$ cat config.mk
export PLATFORM = sky130hd
export DESIGN_NAME = dds_sine_pwm
export DESIGN_NICKNAME = d
export VERILOG_FILES = /design/src/rtl/tone_pkg.sv /design/src/rtl/tone_period_timer.sv /design/src/rtl/tone_phase_accum.sv /design/src/rtl/tone_sine_rom.sv /design/src/rtl/tone_pwm_out.sv /design/src/rtl/dds_sine_pwm.sv
export SDC_FILE = /design/constraint.sdc
export NUM_CORES = 1
export LEC_CHECK = 0
export ABC_AREA = 1
export CORE_MARGIN = 1
export CORE_UTILIZATION = 30
export CTS_CLUSTER_SIZE = 10
export DETAILED_ROUTE_END_ITERATION = 12
export DONT_BUFFER_PORTS = 1
export SYNTH_ARGS = -nofsm -noshare
export SYNTH_HDL_FRONTEND = slang
export SYNTH_SLANG_ARGS = --single-unit
export TNS_END_PERCENT = 100
$ cat constraint.sdc
create_clock -name clk_i -period 1.8 [get_ports clk_i]
set_input_delay 0.45 -clock clk_i [delete_from_list [all_inputs] [get_ports clk_i]]
set_output_delay 0.45 -clock clk_i [all_outputs]
set_load 0.01 [all_outputs]
$ cat src/rtl/tone_pkg.sv
package tone_pkg;

  localparam real TWO_PI = 6.283185307179586;

  // Sine code for table slot idx of n, spanning 0..amp around amp/2.
  function automatic int sine_code(input int idx, input int n, input int amp);
    real ang;
    real v;
    ang = TWO_PI * real'(idx) / real'(n);
    v   = (real'(amp) / 2.0) * (1.0 + $sin(ang));
    return int'($floor(v + 0.5));
  endfunction

  // Width needed to hold values 0..v.
  function automatic int width_for(input int v);
    return (v < 2) ? 1 : $clog2(v + 1);
  endfunction

endpackage

$ cat src/rtl/tone_period_timer.sv
module tone_period_timer #(
  parameter int PERIOD = 200,
  localparam int CNT_W = tone_pkg::width_for(PERIOD - 1)
) (
  input  logic             clk,
  input  logic             rst,
  input  logic             en,
  output logic [CNT_W-1:0] cnt,
  output logic             adv_tick,
  output logic             end_tick,
  output logic             start_tick
);

  localparam logic [CNT_W-1:0] LAST = CNT_W'(PERIOD - 1);
  localparam logic [CNT_W-1:0] ADV  = CNT_W'(PERIOD - 3);

  always_ff @(posedge clk) begin
    if (rst || !en) begin
      cnt <= '0;
    end else if (cnt == LAST) begin
      cnt <= '0;
    end else begin
      cnt <= cnt + 1'b1;
    end
  end

  // The phase advances three ticks early, leaving room for the table read
  // and the duty load before the boundary.
  assign adv_tick   = en && (cnt == ADV);
  assign end_tick   = en && (cnt == LAST);
  assign start_tick = en && (cnt == '0);

  a_r2_count_in_range: assert property (@(posedge clk) disable iff (rst)
    cnt <= LAST);

endmodule

$ cat src/rtl/tone_phase_accum.sv
module tone_phase_accum #(
  parameter int ACC_W = 24,
  parameter int IDX_W = 8
) (
  input  logic             clk,
  input  logic             rst,
  input  logic             adv,
  input  logic [ACC_W-1:0] tune,
  output logic [IDX_W-1:0] idx
);

  logic [ACC_W-1:0] acc;

  // Free wrap modulo 2^ACC_W; only reset clears it.
  always_ff @(posedge clk) begin
    if (rst) begin
      acc <= '0;
    end else if (adv) begin
      acc <= acc + tune;
    end
  end

  assign idx = acc[ACC_W-1 -: IDX_W];

  a_r6_phase_held_off_tick: assert property (@(posedge clk) disable iff (rst)
    !adv |=> $stable(acc));

endmodule

$ cat src/rtl/tone_sine_rom.sv
module tone_sine_rom #(
  parameter int IDX_W  = 8,
  parameter int AMP    = 200,
  parameter int CODE_W = 8
) (
  input  logic              clk,
  input  logic [IDX_W-1:0]  addr,
  output logic [CODE_W-1:0] code
);

  localparam int DEPTH = 1 << IDX_W;

  logic [CODE_W-1:0] table_mem [DEPTH];

  initial begin
    for (int i = 0; i < DEPTH; i++) begin
      table_mem[i] = CODE_W'(tone_pkg::sine_code(i, DEPTH, AMP));
    end
  end

  // Registered read so the table maps onto block RAM.
  always_ff @(posedge clk) begin
    code <= table_mem[addr];
  end

endmodule

$ cat src/rtl/tone_pwm_out.sv
module tone_pwm_out #(
  parameter int PERIOD = 200,
  parameter int CODE_W = 8,
  localparam int CNT_W = tone_pkg::width_for(PERIOD - 1),
  localparam int CMP_W = (CNT_W > CODE_W) ? CNT_W : CODE_W
) (
  input  logic              clk,
  input  logic              rst,
  input  logic              en,
  input  logic [CNT_W-1:0]  cnt,
  input  logic              end_tick,
  input  logic              start_tick,
  input  logic [CODE_W-1:0] next_code,
  output logic              pwm,
  output logic              strobe
);

  logic [CODE_W-1:0] duty;

  // The duty is zero after reset and while idle. It loads only at the
  // period boundary.
  always_ff @(posedge clk) begin
    if (rst || !en) begin
      duty <= '0;
    end else if (end_tick) begin
      duty <= next_code;
    end
  end

  always_ff @(posedge clk) begin
    if (rst) begin
      pwm    <= 1'b0;
      strobe <= 1'b0;
    end else begin
      pwm    <= en && (CMP_W'(cnt) < CMP_W'(duty));
      strobe <= start_tick;
    end
  end

  a_r3_duty_within_period: assert property (@(posedge clk) disable iff (rst)
    CMP_W'(duty) <= CMP_W'(PERIOD));

  a_r3_zero_duty_low: assert property (@(posedge clk) disable iff (rst)
    (en && duty == '0) |=> !pwm);

  a_r2_strobe_single: assert property (@(posedge clk) disable iff (rst)
    strobe |=> !strobe);

  a_r8_idle_silent: assert property (@(posedge clk) disable iff (rst)
    !en |=> (!pwm && !strobe));

endmodule

$ cat src/rtl/dds_sine_pwm.sv
module dds_sine_pwm #(
  parameter int PERIOD = 200,
  parameter int ACC_W  = 24,
  parameter int IDX_W  = 8,
  parameter int AMP    = PERIOD,
  localparam int CODE_W = tone_pkg::width_for(AMP),
  localparam int CNT_W  = tone_pkg::width_for(PERIOD - 1)
) (
  input  logic             clk_i,
  input  logic             rst_i,
  input  logic             en_i,
  input  logic [ACC_W-1:0] tune_i,
  output logic             pwm_o,
  output logic             sample_o
);

  logic [CNT_W-1:0]  cnt;
  logic              adv_tick;
  logic              end_tick;
  logic              start_tick;
  logic [IDX_W-1:0]  idx;
  logic [CODE_W-1:0] code;

  tone_period_timer #(.PERIOD(PERIOD)) u_timer (
    .clk        (clk_i),
    .rst        (rst_i),
    .en         (en_i),
    .cnt        (cnt),
    .adv_tick   (adv_tick),
    .end_tick   (end_tick),
    .start_tick (start_tick)
  );

  tone_phase_accum #(.ACC_W(ACC_W), .IDX_W(IDX_W)) u_accum (
    .clk  (clk_i),
    .rst  (rst_i),
    .adv  (adv_tick),
    .tune (tune_i),
    .idx  (idx)
  );

  tone_sine_rom #(.IDX_W(IDX_W), .AMP(AMP), .CODE_W(CODE_W)) u_rom (
    .clk  (clk_i),
    .addr (idx),
    .code (code)
  );

  tone_pwm_out #(.PERIOD(PERIOD), .CODE_W(CODE_W)) u_out (
    .clk        (clk_i),
    .rst        (rst_i),
    .en         (en_i),
    .cnt        (cnt),
    .end_tick   (end_tick),
    .start_tick (start_tick),
    .next_code  (code),
    .pwm        (pwm_o),
    .strobe     (sample_o)
  );

endmodule

==> summary.md <==
| Metric | Value |
|---|---|
| Port Buffers | 0 |
| Arrival time reported for the critical path endpoint | 1.91 ns |
| Syn-to-layout area delta | 24.82% |
| Post-synthesis net count | 1012 |
| Unrepaired setup endpoints after global routing | true |
| Worst setup SP type | register |
| Worst stage delay on the critical path | 0.36 ns |
| Top cells by area in the synthesized netlist | nand2_1 (20%), dfxtp_1 (18%), ha_1 (11%), inv_1 (10%), nor2_1 (6.9%) |
| Pin count of the biggest net entering global routing | 32 |
| Detailed-route wire length per cell | ~14 microns |
| Required @ worst endpoint | 2.00 ns |
| Final global-route overflow total | 0 |
| First-pass GRT wire length | 27.59 mm |
| Total CTS buffers | 5 |
| Yosys warning count | 0 |
| Cell Area, Synth | ~0.0054 sq mm |
| Clock sink count | 50 |
| Met3 WL | 1.358 mm |
| Total power of the final layout | roughly 2400 uW |
| Met2 routed WL | 7.408 mm |
| Area inside the core boundary | 0.01748 sq mm |
| Start point of the worst hold path | rst_i |
| Weighted congestion at the end of routability-driven global placement | just under 1 |
| Antenna violations before repair | 0 |
| Drt initial violations | between 600 and 700 |
| Top Metal Used | met4 |
| Cells on worst reg2reg path | 12 |
| Clock tree from TritonCTS | done |
| Slack of the worst reg-to-reg path | 0.09 ns |
| Post-route clock period utilization | 0.9511 |
| Worst max-slew margin expressed relative to the limit | 0.7352 |
| Row count | 48 |
| Starting density of the core | 0.3098 |
| Portion of total power attributed to the clock network | 0.439 |
| Hold crit path type | primary input to register |
| Hold WS | approximately 0.22 ns |
| Setup TNS | 0 ns |
| Vertical extent of the die | 136.3 microns |
| Top flip-flop cell by instance count after synthesis | dfxtp_1 |
| Die span in x | 136.3 microns |
| Level count of the clock H-tree | 2 |
| Met1 WL | 8.102 mm |
| Total setup buffers inserted after CTS | 0 |
| Utilization after layout | 0.3867 |
| Number of buffers on the longest clock path | 2 |
| Total leakage power | 0.003511 uW |
| Outcome | finished, final reports clean |
| Worst Skew | 0.007402 ns |
| Critical-path maximum fanout | 2 |
| Via count of the first global-routing pass | 5473 |
| Number of pins with negative max-slew slack in the final report | 0 |
| Most common cell on crit path | nand2_2 |
| Cell-internal power | ~1700 uW |
| Cell at the root of the clock tree | clkbuf_16 |
| Number of synthesized flops with an enable pin | 0 |
| Aggregate routed wire length | 17.13 mm |
| Part of the Yosys area used for sequential elements | 0.1849 |
| Number of synthesized register bits | 50 |
| Proportion of synthesized flip-flops having asynchronous set or reset | 0 |
| Number of distinct library cell variants in the gate-level netlist after synthesis | 47 |
| Maximum clock frequency | 0.5841 GHz |
| Number of instances in the synthesized netlist | slightly above 900 |
| CP cell instances | ha_4, fa_2, nand3_2, nand3_2, nand2_2, nand2_2, nand2_2, nand2_2, nand2_1, nand2_1, o21ai_1, inv_1 |
| Fin. Hold Viols | 0 |
| Max-cap check violation count | 0 |
| Switch share | 0.2659 |
| Setup WS post-layout | 0.08800 ns |
| Clock-pin slew on the worst setup and hold paths | 0.08 ns |
| Total inserted antenna cells | 0 |
| Count of cells along the worst hold path | 1 |
| All-Layer GR Usage | 0.1888 |
| Post-detailed-route DRC marker count | 0 |
| Number of nets in the final layout | 1076 |
| Destination of the worst hold path | u_accum.acc[2] |
| Syn avg cell area | 5.790 sq um |
| Vias after detailed routing | 6009 |
| Share of the synthesized area in the top cell type | 0.1983 |
| Post-DP HPWL | 13.29 mm |
| Destination of the worst register-to-register timing path | u_accum.acc[16] |
| Combinational share of power | 0.091 |
| Library cell occupying the most area in the post-synthesis netlist | nand2_1 |
| PwrDens | 349.5 mW/mm^2 |
| Most instantiated library cell after synthesis | nand2_1 |
| Place WS | -0.1255 ns |
| Category of the critical setup timing path | register to register |
| Layout cells sized above 1 | 0.2060 |
| Top cells by instance count after synthesis | nand2_1 (286), inv_1 (150), nor2_1 (100), nand3_1 (70), dfxtp_1 (50) |
| Critical path endpoint category | register |
| Peak VDD IR | 0.0003151 V |
| Residual antenna-violating net count after detailed routing | 0 |
| Final critical-path required period | 1.712 ns |
| Number of ports placed on the die boundary | 29 |
| Startpoint of the most critical register-to-register path | u_accum.acc[0] |
| Source-to-sink clock delay at the later pin of the worst-skew pair | 0.31 ns |
| Reg power frac | 0.470 |
| Via density per instance | approximately 4.9 |
| Number of setup violations in the final report | 0 |
| Net switching power | approximately 630 uW |
| Slew at the pin closest to its max-slew limit | 0.3962 ns |
| Cell type of the slowest stage on the worst timing path | fa_2 |
| Number of optimization iterations in the first detailed-route pass | 5 |
| DIE AREA | roughly 0.019 sq mm |
[timing repair]
action                                  CTS  global route
gates cloned                              0             0
resized for setup                         3            89
hold buffers                              0             0
pin swaps                                 1             7
endpoints found under the setup margin    7            20
[layout make-up]
type                            count  area, sq um
Multi-Input combinational cell    693         4031
Sequential cell                    50         1013
Timing Repair Buffer               82        648.1
Clock buffer                        5        125.1
Fill cell                        1865        10720
Clock inverter                      3        28.78
Tap cell                          225        281.5
Inverter                          167        629.4
[through the flow]
| stage | instance area [sq um] | instances |
|---|---|---|
| 3_3_place_gp | 6212 | 1217 |
| 6_report | 6758 | 1225 |
| 3_5_place_dp | 6212 | 1217 |
| 5_1_grt | 6758 | 1225 |
| 4_1_cts | 6381 | 1225 |
| 2_1_floorplan | 5443 | 935 |
[worst max-delay path by stage]
stage	endpoint	slack [ns]	cells after the start	from
2_1_floorplan	u_rom.code[1]	0.004	12	u_accum.acc[17]
3_3_place_gp	u_accum.acc[19]	-0.14	10	tune_i[8]
3_5_place_dp	u_accum.acc[10]	-0.13	11	tune_i[0]
4_1_cts	u_rom.code[0]	0.007	11	u_accum.acc[16]
5_1_grt	u_accum.acc[16]	-0.04	12	u_accum.acc[0]
6_report	u_accum.acc[16]	0.09	12	u_accum.acc[0]
[layout by cell type, fill, tap and decap left out, drive strengths merged, types with 2 or more instances in the layout]
master / synthesis / routed
nand4: 17 / 17
xor2: 6 / 6
o21ai: 45 / 45
nand3: 74 / 74
clkinv: 3 / 5
inv: 164 / 165
xnor2: 3 / 3
a21o: 4 / 4
ha: 49 / 49
o31ai: 3 / 3
nand2: 288 / 288
clkbuf: 7 / 5
buf: 18 / 82
nor2: 111 / 111
nor3b: 3 / 3
dfxtp: 50 / 50
o211ai: 8 / 8
o22ai: 4 / 4
a21oi: 51 / 51
nand3b: 3 / 3
a211oi: 2 / 2
o2111ai: 3 / 3
or2: 2 / 2
nor3: 6 / 6
nor4: 2 / 2
o221ai: 4 / 4
[metal layers]
| layer | vias up | track usage |
|---|---|---|
| met5 | - | 0 |
| met4 | 0 | 0.04815 |
| met3 | 28 | 0.03430 |
| met2 | 202 | 0.2908 |
| met1 | 2686 | 0.2673 |
| li1 | 3093 | - |
[sequential cells by signal, summed over array words and instances, names as in the netlist]
name	count
u_accum.acc	24
u_out.duty	8
u_rom.code	8
u_timer.cnt	8
u_out.pwm	1
u_out.strobe	1
[power by group through the flow]
stage	Sequential [uW]	Clock (uW)	Combinational, uW
finish	1110	1040	215
global route	1110	1110	241
CTS	1110	1060	176
detailed placement	1140	0	174
global placement	1140	0	173
floorplan	1140	0	123
[kinds of logic after synthesis]
family	Yosys count	share of synthesized area
fa+ha+maj	50	0.1169
xor+xnor	9	0.01456
compound gates	128	0.1382
buf+inv	192	0.1444
flops	50	0.1849
simple gates	506	0.4010
[critical path, delay by kind of cell, from the launching register on]
| family | cells | cell delay (ns) |
|---|---|---|
| AOI/OAI and AO/OA | 1 | 0.12 |
| adders and majority gates | 2 | 0.52 |
| buffers and inverters | 1 | 0.08 |
| DFF | 1 | 0.34 |
| and+or+nand+nor | 8 | 0.55 |
(Power assumes the default switching activity.)
